<file path="config.mk">
export PLATFORM = sky130hd
export DESIGN_NAME = ecc_fault_injector
export DESIGN_NICKNAME = d
export VERILOG_FILES = /design/src/rtl/ecc_inj_pkg.sv /design/src/rtl/ecc_inj_field.sv /design/src/rtl/ecc_inj_ctrl.sv /design/src/rtl/ecc_inj_datapath.sv /design/src/rtl/ecc_fault_injector.sv
export SDC_FILE = /design/constraint.sdc
export NUM_CORES = 1
export LEC_CHECK = 0
export ABC_CLOCK_PERIOD_IN_PS = 2550
export BUFFER_PORTS_ARGS = -buffer_cell sky130_fd_sc_hd__buf_2
export CAP_MARGIN = 20
export CORE_MARGIN = 2
export CORE_UTILIZATION = 50
export DETAILED_ROUTE_END_ITERATION = 16
export PLACE_DENSITY_LB_ADDON = 0.2
export SYNTH_ARGS = -nofsm -noshare
export SYNTH_HDL_FRONTEND = slang
export SYNTH_SLANG_ARGS = --single-unit
</file>
<file path="constraint.sdc">
create_clock -name clk -period 2.55 [get_ports clk]
set_input_delay 0.1275 -clock clk [delete_from_list [all_inputs] [get_ports clk]]
set_output_delay 0.1275 -clock clk [all_outputs]
set_load 0.05 [all_outputs]
</file>
<file path="src/rtl/ecc_inj_pkg.sv">
package ecc_inj_pkg;
  typedef enum logic [3:0] {
    RA_CHAN  = 4'd0,
    RA_DIMM  = 4'd1,
    RA_RANK  = 4'd2,
    RA_BANK  = 4'd3,
    RA_PAGE  = 4'd4,
    RA_COL   = 4'd5,
    RA_MASK  = 4'd6,
    RA_SECT  = 4'd7,
    RA_KIND  = 4'd8,
    RA_ARM   = 4'd9,
    RA_COUNT = 4'd10
  } regAddr_e;

  localparam int KIND_REPEAT = 0;
  localparam int KIND_ECC    = 1;
  localparam int KIND_PAR    = 2;
  localparam int CMP_BIT     = 31;

  // strobes handed from control to datapath
  typedef struct packed {
    logic       armed;
    logic       eccKind;
    logic       parKind;
    logic [1:0] section;
  } injCtrl_t;
endpackage

</file>
<file path="src/rtl/ecc_inj_field.sv">
module ecc_inj_field #(
  parameter int W = 4
) (
  input  logic         cmpEn,
  input  logic [W-1:0] val,
  input  logic [W-1:0] accVal,
  output logic         ok
);
  assign ok = !cmpEn || (val == accVal);
endmodule

</file>
<file path="src/rtl/ecc_inj_ctrl.sv">
module ecc_inj_ctrl
  import ecc_inj_pkg::*;
#(
  parameter int CH_W   = 2,
  parameter int DIMM_W = 2,
  parameter int RANK_W = 2,
  parameter int BANK_W = 3,
  parameter int PAGE_W = 16,
  parameter int COL_W  = 10,
  parameter int ECC_W  = 8,
  parameter int CNT_W  = 8
) (
  input  logic              clk,
  input  logic              rstN,
  input  logic              cfgWe,
  input  logic [3:0]        cfgAddr,
  input  logic [31:0]       cfgWdata,
  output logic [31:0]       cfgRdata,
  input  logic              hit,
  input  logic [CNT_W-1:0]  injCount,
  output injCtrl_t          ctrl,
  output logic [ECC_W-1:0]  eccMask,
  output logic              chCmp,
  output logic [CH_W-1:0]   chVal,
  output logic              dimmCmp,
  output logic [DIMM_W-1:0] dimmVal,
  output logic              rankCmp,
  output logic [RANK_W-1:0] rankVal,
  output logic              bankCmp,
  output logic [BANK_W-1:0] bankVal,
  output logic              pageCmp,
  output logic [PAGE_W-1:0] pageVal,
  output logic              colCmp,
  output logic [COL_W-1:0]  colVal
);
  logic [1:0] section;
  logic [2:0] kindBits;
  logic       armed;
  logic       armWrite;

  assign armWrite = cfgWe && (regAddr_e'(cfgAddr) == RA_ARM);

  always_ff @(posedge clk) begin
    if (!rstN) begin
      chCmp <= 1'b0;   chVal   <= '0;
      dimmCmp <= 1'b0; dimmVal <= '0;
      rankCmp <= 1'b0; rankVal <= '0;
      bankCmp <= 1'b0; bankVal <= '0;
      pageCmp <= 1'b0; pageVal <= '0;
      colCmp <= 1'b0;  colVal  <= '0;
      eccMask  <= '0;
      section  <= '0;
      kindBits <= '0;
    end else if (cfgWe) begin
      case (regAddr_e'(cfgAddr))
        RA_CHAN: begin chCmp   <= cfgWdata[CMP_BIT]; chVal   <= cfgWdata[CH_W-1:0];   end
        RA_DIMM: begin dimmCmp <= cfgWdata[CMP_BIT]; dimmVal <= cfgWdata[DIMM_W-1:0]; end
        RA_RANK: begin rankCmp <= cfgWdata[CMP_BIT]; rankVal <= cfgWdata[RANK_W-1:0]; end
        RA_BANK: begin bankCmp <= cfgWdata[CMP_BIT]; bankVal <= cfgWdata[BANK_W-1:0]; end
        RA_PAGE: begin pageCmp <= cfgWdata[CMP_BIT]; pageVal <= cfgWdata[PAGE_W-1:0]; end
        RA_COL:  begin colCmp  <= cfgWdata[CMP_BIT]; colVal  <= cfgWdata[COL_W-1:0];  end
        RA_MASK: eccMask  <= cfgWdata[ECC_W-1:0];
        RA_SECT: section  <= cfgWdata[1:0];
        RA_KIND: kindBits <= cfgWdata[2:0];
        default: ;
      endcase
    end
  end

  // arm: software write wins over self-disarm in the same cycle
  always_ff @(posedge clk) begin
    if (!rstN)                           armed <= 1'b0;
    else if (armWrite)                   armed <= |cfgWdata;
    else if (hit && !kindBits[KIND_REPEAT]) armed <= 1'b0;
  end

  always_comb begin
    cfgRdata = '0;
    case (regAddr_e'(cfgAddr))
      RA_CHAN:  begin cfgRdata[CH_W-1:0]   = chVal;   cfgRdata[CMP_BIT] = chCmp;   end
      RA_DIMM:  begin cfgRdata[DIMM_W-1:0] = dimmVal; cfgRdata[CMP_BIT] = dimmCmp; end
      RA_RANK:  begin cfgRdata[RANK_W-1:0] = rankVal; cfgRdata[CMP_BIT] = rankCmp; end
      RA_BANK:  begin cfgRdata[BANK_W-1:0] = bankVal; cfgRdata[CMP_BIT] = bankCmp; end
      RA_PAGE:  begin cfgRdata[PAGE_W-1:0] = pageVal; cfgRdata[CMP_BIT] = pageCmp; end
      RA_COL:   begin cfgRdata[COL_W-1:0]  = colVal;  cfgRdata[CMP_BIT] = colCmp;  end
      RA_MASK:  cfgRdata[ECC_W-1:0] = eccMask;
      RA_SECT:  cfgRdata[1:0] = section;
      RA_KIND:  cfgRdata[2:0] = kindBits;
      RA_ARM:   cfgRdata[0] = armed;
      RA_COUNT: cfgRdata[CNT_W-1:0] = injCount;
      default:  cfgRdata = '0;
    endcase
  end

  assign ctrl.armed   = armed;
  assign ctrl.eccKind = kindBits[KIND_ECC];
  assign ctrl.parKind = kindBits[KIND_PAR];
  assign ctrl.section = section;

  // a single-shot injection drops the arm
  p_oneshot_disarm_r7: assert property (@(posedge clk) disable iff (!rstN)
    (hit && !kindBits[KIND_REPEAT] && !armWrite) |=> !armed);

  // repeat mode keeps the arm
  p_repeat_keeps_r8: assert property (@(posedge clk) disable iff (!rstN)
    (hit && kindBits[KIND_REPEAT] && !armWrite) |=> armed);
endmodule

</file>
<file path="src/rtl/ecc_inj_datapath.sv">
module ecc_inj_datapath
  import ecc_inj_pkg::*;
#(
  parameter int CH_W   = 2,
  parameter int DIMM_W = 2,
  parameter int RANK_W = 2,
  parameter int BANK_W = 3,
  parameter int PAGE_W = 16,
  parameter int COL_W  = 10,
  parameter int ECC_W  = 8,
  parameter int CNT_W  = 8
) (
  input  logic              clk,
  input  logic              rstN,
  input  injCtrl_t          ctrl,
  input  logic [ECC_W-1:0]  eccMask,
  input  logic              chCmp,
  input  logic [CH_W-1:0]   chVal,
  input  logic              dimmCmp,
  input  logic [DIMM_W-1:0] dimmVal,
  input  logic              rankCmp,
  input  logic [RANK_W-1:0] rankVal,
  input  logic              bankCmp,
  input  logic [BANK_W-1:0] bankVal,
  input  logic              pageCmp,
  input  logic [PAGE_W-1:0] pageVal,
  input  logic              colCmp,
  input  logic [COL_W-1:0]  colVal,
  input  logic              accValid,
  input  logic              accWrite,
  input  logic [CH_W-1:0]   accChannel,
  input  logic [DIMM_W-1:0] accDimm,
  input  logic [RANK_W-1:0] accRank,
  input  logic [BANK_W-1:0] accBank,
  input  logic [PAGE_W-1:0] accPage,
  input  logic [COL_W-1:0]  accColumn,
  output logic              hit,
  output logic [2*ECC_W-1:0] ckFlip,
  output logic [1:0]        parFlip,
  output logic              injPulse,
  output logic [CNT_W-1:0]  injCount
);
  localparam int NFIELD = 6;
  localparam logic [CNT_W-1:0] CNT_MAX = {CNT_W{1'b1}};

  logic [NFIELD-1:0]  fieldOk;
  logic [2*ECC_W-1:0] placed;

  ecc_inj_field #(.W(CH_W))   uChan (.cmpEn(chCmp),   .val(chVal),   .accVal(accChannel), .ok(fieldOk[0]));
  ecc_inj_field #(.W(DIMM_W)) uDimm (.cmpEn(dimmCmp), .val(dimmVal), .accVal(accDimm),    .ok(fieldOk[1]));
  ecc_inj_field #(.W(RANK_W)) uRank (.cmpEn(rankCmp), .val(rankVal), .accVal(accRank),    .ok(fieldOk[2]));
  ecc_inj_field #(.W(BANK_W)) uBank (.cmpEn(bankCmp), .val(bankVal), .accVal(accBank),    .ok(fieldOk[3]));
  ecc_inj_field #(.W(PAGE_W)) uPage (.cmpEn(pageCmp), .val(pageVal), .accVal(accPage),    .ok(fieldOk[4]));
  ecc_inj_field #(.W(COL_W))  uCol  (.cmpEn(colCmp),  .val(colVal),  .accVal(accColumn),  .ok(fieldOk[5]));

  assign hit = ctrl.armed && accValid && accWrite && (&fieldOk)
             && (ctrl.eccKind || ctrl.parKind) && (ctrl.section != 2'b00);

  for (genvar h = 0; h < 2; h++) begin : g_half
    assign placed[h*ECC_W +: ECC_W] = ctrl.section[h] ? eccMask : '0;
  end

  always_ff @(posedge clk) begin
    if (!rstN) begin
      injPulse <= 1'b0;
      ckFlip   <= '0;
      parFlip  <= '0;
      injCount <= '0;
    end else begin
      injPulse <= hit;
      ckFlip   <= (hit && ctrl.eccKind) ? placed : '0;
      parFlip  <= (hit && ctrl.parKind) ? ctrl.section : 2'b00;
      if (hit && (injCount != CNT_MAX)) injCount <= injCount + 1'b1;
    end
  end

  // outputs quiet outside an injection cycle
  p_quiet_r10: assert property (@(posedge clk) disable iff (!rstN)
    !injPulse |-> (ckFlip == '0 && parFlip == 2'b00));

  // an injection needs the arm from the control side
  p_pulse_needs_arm_r9: assert property (@(posedge clk) disable iff (!rstN)
    injPulse |-> $past(ctrl.armed));

  // count holds at its ceiling
  p_count_sat_r11: assert property (@(posedge clk) disable iff (!rstN)
    (injCount == CNT_MAX) |=> (injCount == CNT_MAX));

  // count steps by one on each injection below the ceiling
  p_count_step_r11: assert property (@(posedge clk) disable iff (!rstN)
    (injPulse && $past(injCount) != CNT_MAX) |-> (injCount == CNT_W'($past(injCount) + 1'b1)));
endmodule

</file>
<file path="src/rtl/ecc_fault_injector.sv">
module ecc_fault_injector
  import ecc_inj_pkg::*;
#(
  parameter int CH_W   = 2,
  parameter int DIMM_W = 2,
  parameter int RANK_W = 2,
  parameter int BANK_W = 3,
  parameter int PAGE_W = 16,
  parameter int COL_W  = 10,
  parameter int ECC_W  = 8,
  parameter int CNT_W  = 8
) (
  input  logic               clk,
  input  logic               rstN,
  input  logic               cfgWe,
  input  logic [3:0]         cfgAddr,
  input  logic [31:0]        cfgWdata,
  output logic [31:0]        cfgRdata,
  input  logic               accValid,
  input  logic               accWrite,
  input  logic [CH_W-1:0]    accChannel,
  input  logic [DIMM_W-1:0]  accDimm,
  input  logic [RANK_W-1:0]  accRank,
  input  logic [BANK_W-1:0]  accBank,
  input  logic [PAGE_W-1:0]  accPage,
  input  logic [COL_W-1:0]   accColumn,
  output logic [2*ECC_W-1:0] ckFlip,
  output logic [1:0]         parFlip,
  output logic               injPulse
);
  injCtrl_t          ctrl;
  logic              hit;
  logic [CNT_W-1:0]  injCount;
  logic [ECC_W-1:0]  eccMask;
  logic              chCmp, dimmCmp, rankCmp, bankCmp, pageCmp, colCmp;
  logic [CH_W-1:0]   chVal;
  logic [DIMM_W-1:0] dimmVal;
  logic [RANK_W-1:0] rankVal;
  logic [BANK_W-1:0] bankVal;
  logic [PAGE_W-1:0] pageVal;
  logic [COL_W-1:0]  colVal;

  ecc_inj_ctrl #(
    .CH_W(CH_W), .DIMM_W(DIMM_W), .RANK_W(RANK_W), .BANK_W(BANK_W),
    .PAGE_W(PAGE_W), .COL_W(COL_W), .ECC_W(ECC_W), .CNT_W(CNT_W)
  ) uCtrl (
    .clk, .rstN, .cfgWe, .cfgAddr, .cfgWdata, .cfgRdata,
    .hit, .injCount, .ctrl, .eccMask,
    .chCmp, .chVal, .dimmCmp, .dimmVal, .rankCmp, .rankVal,
    .bankCmp, .bankVal, .pageCmp, .pageVal, .colCmp, .colVal
  );

  ecc_inj_datapath #(
    .CH_W(CH_W), .DIMM_W(DIMM_W), .RANK_W(RANK_W), .BANK_W(BANK_W),
    .PAGE_W(PAGE_W), .COL_W(COL_W), .ECC_W(ECC_W), .CNT_W(CNT_W)
  ) uDp (
    .clk, .rstN, .ctrl, .eccMask,
    .chCmp, .chVal, .dimmCmp, .dimmVal, .rankCmp, .rankVal,
    .bankCmp, .bankVal, .pageCmp, .pageVal, .colCmp, .colVal,
    .accValid, .accWrite, .accChannel, .accDimm, .accRank, .accBank,
    .accPage, .accColumn, .hit, .ckFlip, .parFlip, .injPulse, .injCount
  );
endmodule

</file>
==> summary.md <==
| Metric | Value |
|---|---|
| Drt wl/cell | `between 15 and 20 um` |
| Sw power | `approximately 0.72 mW` |
| Period utilization | `0.892` |
| FFs w/ async S/R, synth | `0` |
| 1st-iter DRT viols | `184` |
| WL final | `roughly 11000 um` |
| Via count | `roughly 3.9k` |
| Average size of a mapped cell | `between 8 and 9 sq um` |
| CTS tree | `built` |
| Fin crit period | `roughly 2300 ps` |
| Worst-path clk slew | `approximately 90 ps` |
| Metal3 WL | `826 um` |
| Worst setup EP type | `flop` |
| Crit path required time | `roughly 2800 ps` |
| Core region area | `0.00809 sq mm` |
| Comb pwr share | `0.119` |
| Max layer used | `met4` |
| M1 WL | `about 4800 um` |
| Rel. slew slack | `0.597` |
| Leak | `between 1.5 and 2 nW` |
| Fmax | `440 MHz` |
| WP data arrival | `around 2600 ps` |
| Die X | `roughly 95 um` |
| Post-DP Area | `approximately 0.0047 sq mm` |
| Initial Util | `0.509` |
| Setup TNS | `0 ps` |
| Outcome | `complete, no violations` |
| Initial antenna violation count | `0` |
| RSZ-0062 raised after global routing | `no` |
| Post-route cell area | `0.00486 sq mm` |
| Gr usage total | `0.260` |
| Synthesis-to-layout area growth | `18.1%` |
| Clock network power share | `0.355` |
| Post-layout util | `0.601` |
| Max Cap Viol | `0` |
| Die area | `0.00897 sq mm` |
| Fillers | `780` |
| Setup crit start kind | `flop` |
| CTS root buf | `clkbuf_8` |
| Clock Latency Late Sink | `around 360 ps` |
| CTS Buf Count | `9` |
| Post-synth top flop | `dfxtp_1` |
| Internal Pwr Total | `around 1.8 mW` |
| Die H | `roughly 95 um` |
| Yosys Warn Count | `0` |
| Register Area | `0.00164 sq mm` |
| Flop pwr share | `0.527` |
| PostCTS Resize Cnt | `0` |
| I/O Pins | `approximately 130` |
| Clk buf depth | `2` |
| Largest net degree at the start of global routing | `35` |
| Grt total ovfl | `0` |
| Gpl congestion | `0.880` |
| Diodes inserted | `0` |
| Final ANT Viol Nets | `0` |
| Fin. Hold Viols | `0` |
| Number of global-route vias before repair | `3686` |
| Total power density per cell area | `between 500 and 600 mW/mm^2` |
| Crit Path Category | `flop to flop` |
| Distinct cells, synth | `44` |
| Metal2 WL | `about 5400 um` |
| Final setup viols | `0` |
| Post-Syn Area | `~0.0041 sq mm` |
| Max-slew violations | `0` |
| Hold Path Class | `input port to flop` |
| IO Port Bufs | `111` |
| Nets | `roughly 670` |
| Maximum vdd drop | `approximately 0.00025 V` |
| Sinks on Clock Net | `between 80 and 90` |
| First-pass GRT wire length | `about 18000 um` |
| Layout cells sized above 1 | `0.243` |
| Routed vias/inst | `about 5.5` |
| Multi-input gate area | `0.00227 sq mm` |
| Postcts setup bufs | `0` |
| Initial DRT Pass Iterations | `4` |
| H-tree depth | `3` |
| Mapped Cells | `between 400 and 500` |
| Num rows | `33` |
| Drc violations | `0` |
| Tightest Pin Transition | `603 ps` |
| Hold slack final | `around 29 ps` |
| Sequential fraction of the synthesis area | `0.399` |
| Worst-path fanout max | `15` |
| Flops & latches, synth | `82` |
| CTS Hold Bufs | `0` |
| Net Sw Frac | `0.290` |
| Skew final | `9.48 ps` |
| EDFF count, synth | `0` |
| Post-DP HPWL | `around 8400 um` |
[worst max-delay path, cell delays in order (launching register included)]
cell	delay [ps]
dfxtp_1	380
xnor2_1	130
nand4_1	130
o41ai_2	520
nand4b_2	230
buf_4	250
or4_1	400
a21oi_1	150
[flip-flops by register name, indices dropped and copies added, names as in the netlist, 2 cells and up]
name            cells
uCtrl.pageVal      16
uDp.ckFlip         16
uCtrl.colVal       10
uCtrl.eccMask       8
uDp.injCount        8
uCtrl.bankVal       3
uCtrl.kindBits      3
uCtrl.chVal         2
uCtrl.dimmVal       2
uCtrl.rankVal       2
uCtrl.section       2
uDp.parFlip         2
[power by group through the flow]
stage | Sequential (mW) | Clock, mW | Combinational (mW)
2_1_floorplan | 1.33 | 0 | 0.199
3_3_place_gp | 1.33 | 0 | 0.287
3_5_place_dp | 1.33 | 0 | 0.289
4_1_cts | 1.30 | 0.890 | 0.290
5_1_grt | 1.30 | 0.941 | 0.313
6_report | 1.30 | 0.877 | 0.293
[cell families after synthesis]
group,synth area share
DFF,0.399
and+or+nand+nor,0.248
other,0.000911
muxes,0.0939
AOI/OAI and AO/OA,0.119
adders and majority gates,0.00304
xor gates and xnor gates,0.0745
buffers and inverters,0.0611
[stage by stage]
stage | setup slack (ps) | power [mW] | std cells
after floorplan | 149 | 1.53 | 508
final | 275 | 2.47 | 702
after global placement | 374 | 1.62 | 686
after CTS | 266 | 2.48 | 702
after global routing | 51.5 | 2.56 | 702
after detailed placement | 326 | 1.62 | 686
[synthesized netlist by cell type, types with 3 or more instances]
master	number	area [sq um]
or3_1	3	18.8
nand4_1	10	62.6
or4_1	4	30.0
nand2b_1	4	25.0
clkbuf_1	26	97.6
a21oi_1	51	255
and3_1	4	25.0
nor2_1	36	135
xor2_1	11	96.3
dfxtp_1	82	1640
inv_1	5	18.8
o21ai_0	14	70.1
and2_1	22	138
o31ai_1	7	52.6
buf_2	3	15.0
xnor2_1	24	210
nor4_1	9	56.3
mux2i_1	33	330
nand2_1	59	221
nand3_1	36	180
o22ai_1	3	18.8
buf_4	15	113
[layout make-up]
class                   instances  area share
clock buffers                  10      0.0263
clock inverters                 6      0.0106
inverters                       5     0.00386
multi-input cells             375       0.468
flip-flops and latches         82       0.338
well taps                     105      0.0270
repair buffers                119       0.127
[per-layer routing]
| metal | vias up | GRT usage |
|---|---|---|
| li1 | 1884 | - |
| met1 | 1806 | 0.338 |
| met5 | - | 0 |
| met2 | 166 | 0.426 |
| met4 | 0 | 0.116 |
| met3 | 19 | 0.0399 |
[path summary, 6_finish.rpt]
| kind | start | to | slack (ps) | cells past startpoint |
|---|---|---|---|---|
| hold reg to reg | uCtrl.pageVal[6]$_SDFFE_PN0P_ | uCtrl.pageVal[6]$_SDFFE_PN0P_ | 490 | 2 |
| setup reg to reg | uCtrl.pageVal[3]$_SDFFE_PN0P_ | uDp.injCount[4]$_SDFFE_PN0P_ | 270 | 7 |
| hold / removal | cfgWdata[13] | uCtrl.pageVal[13]$_SDFFE_PN0P_ | 30 | 3 |
| setup / recovery | uCtrl.pageVal[3]$_SDFFE_PN0P_ | uDp.injCount[4]$_SDFFE_PN0P_ | 270 | 7 |
[layout by cell type (no fill, tap or decap), types with 2 or more instances in the layout]
master	netlist	layout
clkinvlp_4	0	3
inv_1	5	4
nor2_1	36	36
o22ai_1	3	3
a21oi_1	51	51
and2_1	22	22
and3b_1	2	2
mux4_2	2	2
nand3_1	36	36
xnor2_1	24	24
xor2_1	11	11
mux2i_1	33	33
o21ai_0	14	14
buf_2	3	111
a22oi_1	2	2
nor2b_1	2	2
clkbuf_8	0	9
nand3b_1	2	2
o31ai_1	7	7
and3_1	4	4
o41ai_2	2	2
buf_4	15	8
nand2b_1	4	4
dfxtp_1	82	82
or4_1	4	4
nand4_1	10	10
conb_1	1	15
nor4_1	9	9
or3_1	3	3
o211ai_1	2	2
nor3_2	2	2
nor3b_1	2	2
nor3_1	2	2
nand2_1	59	59
Power figures use the tool's default switching activity.
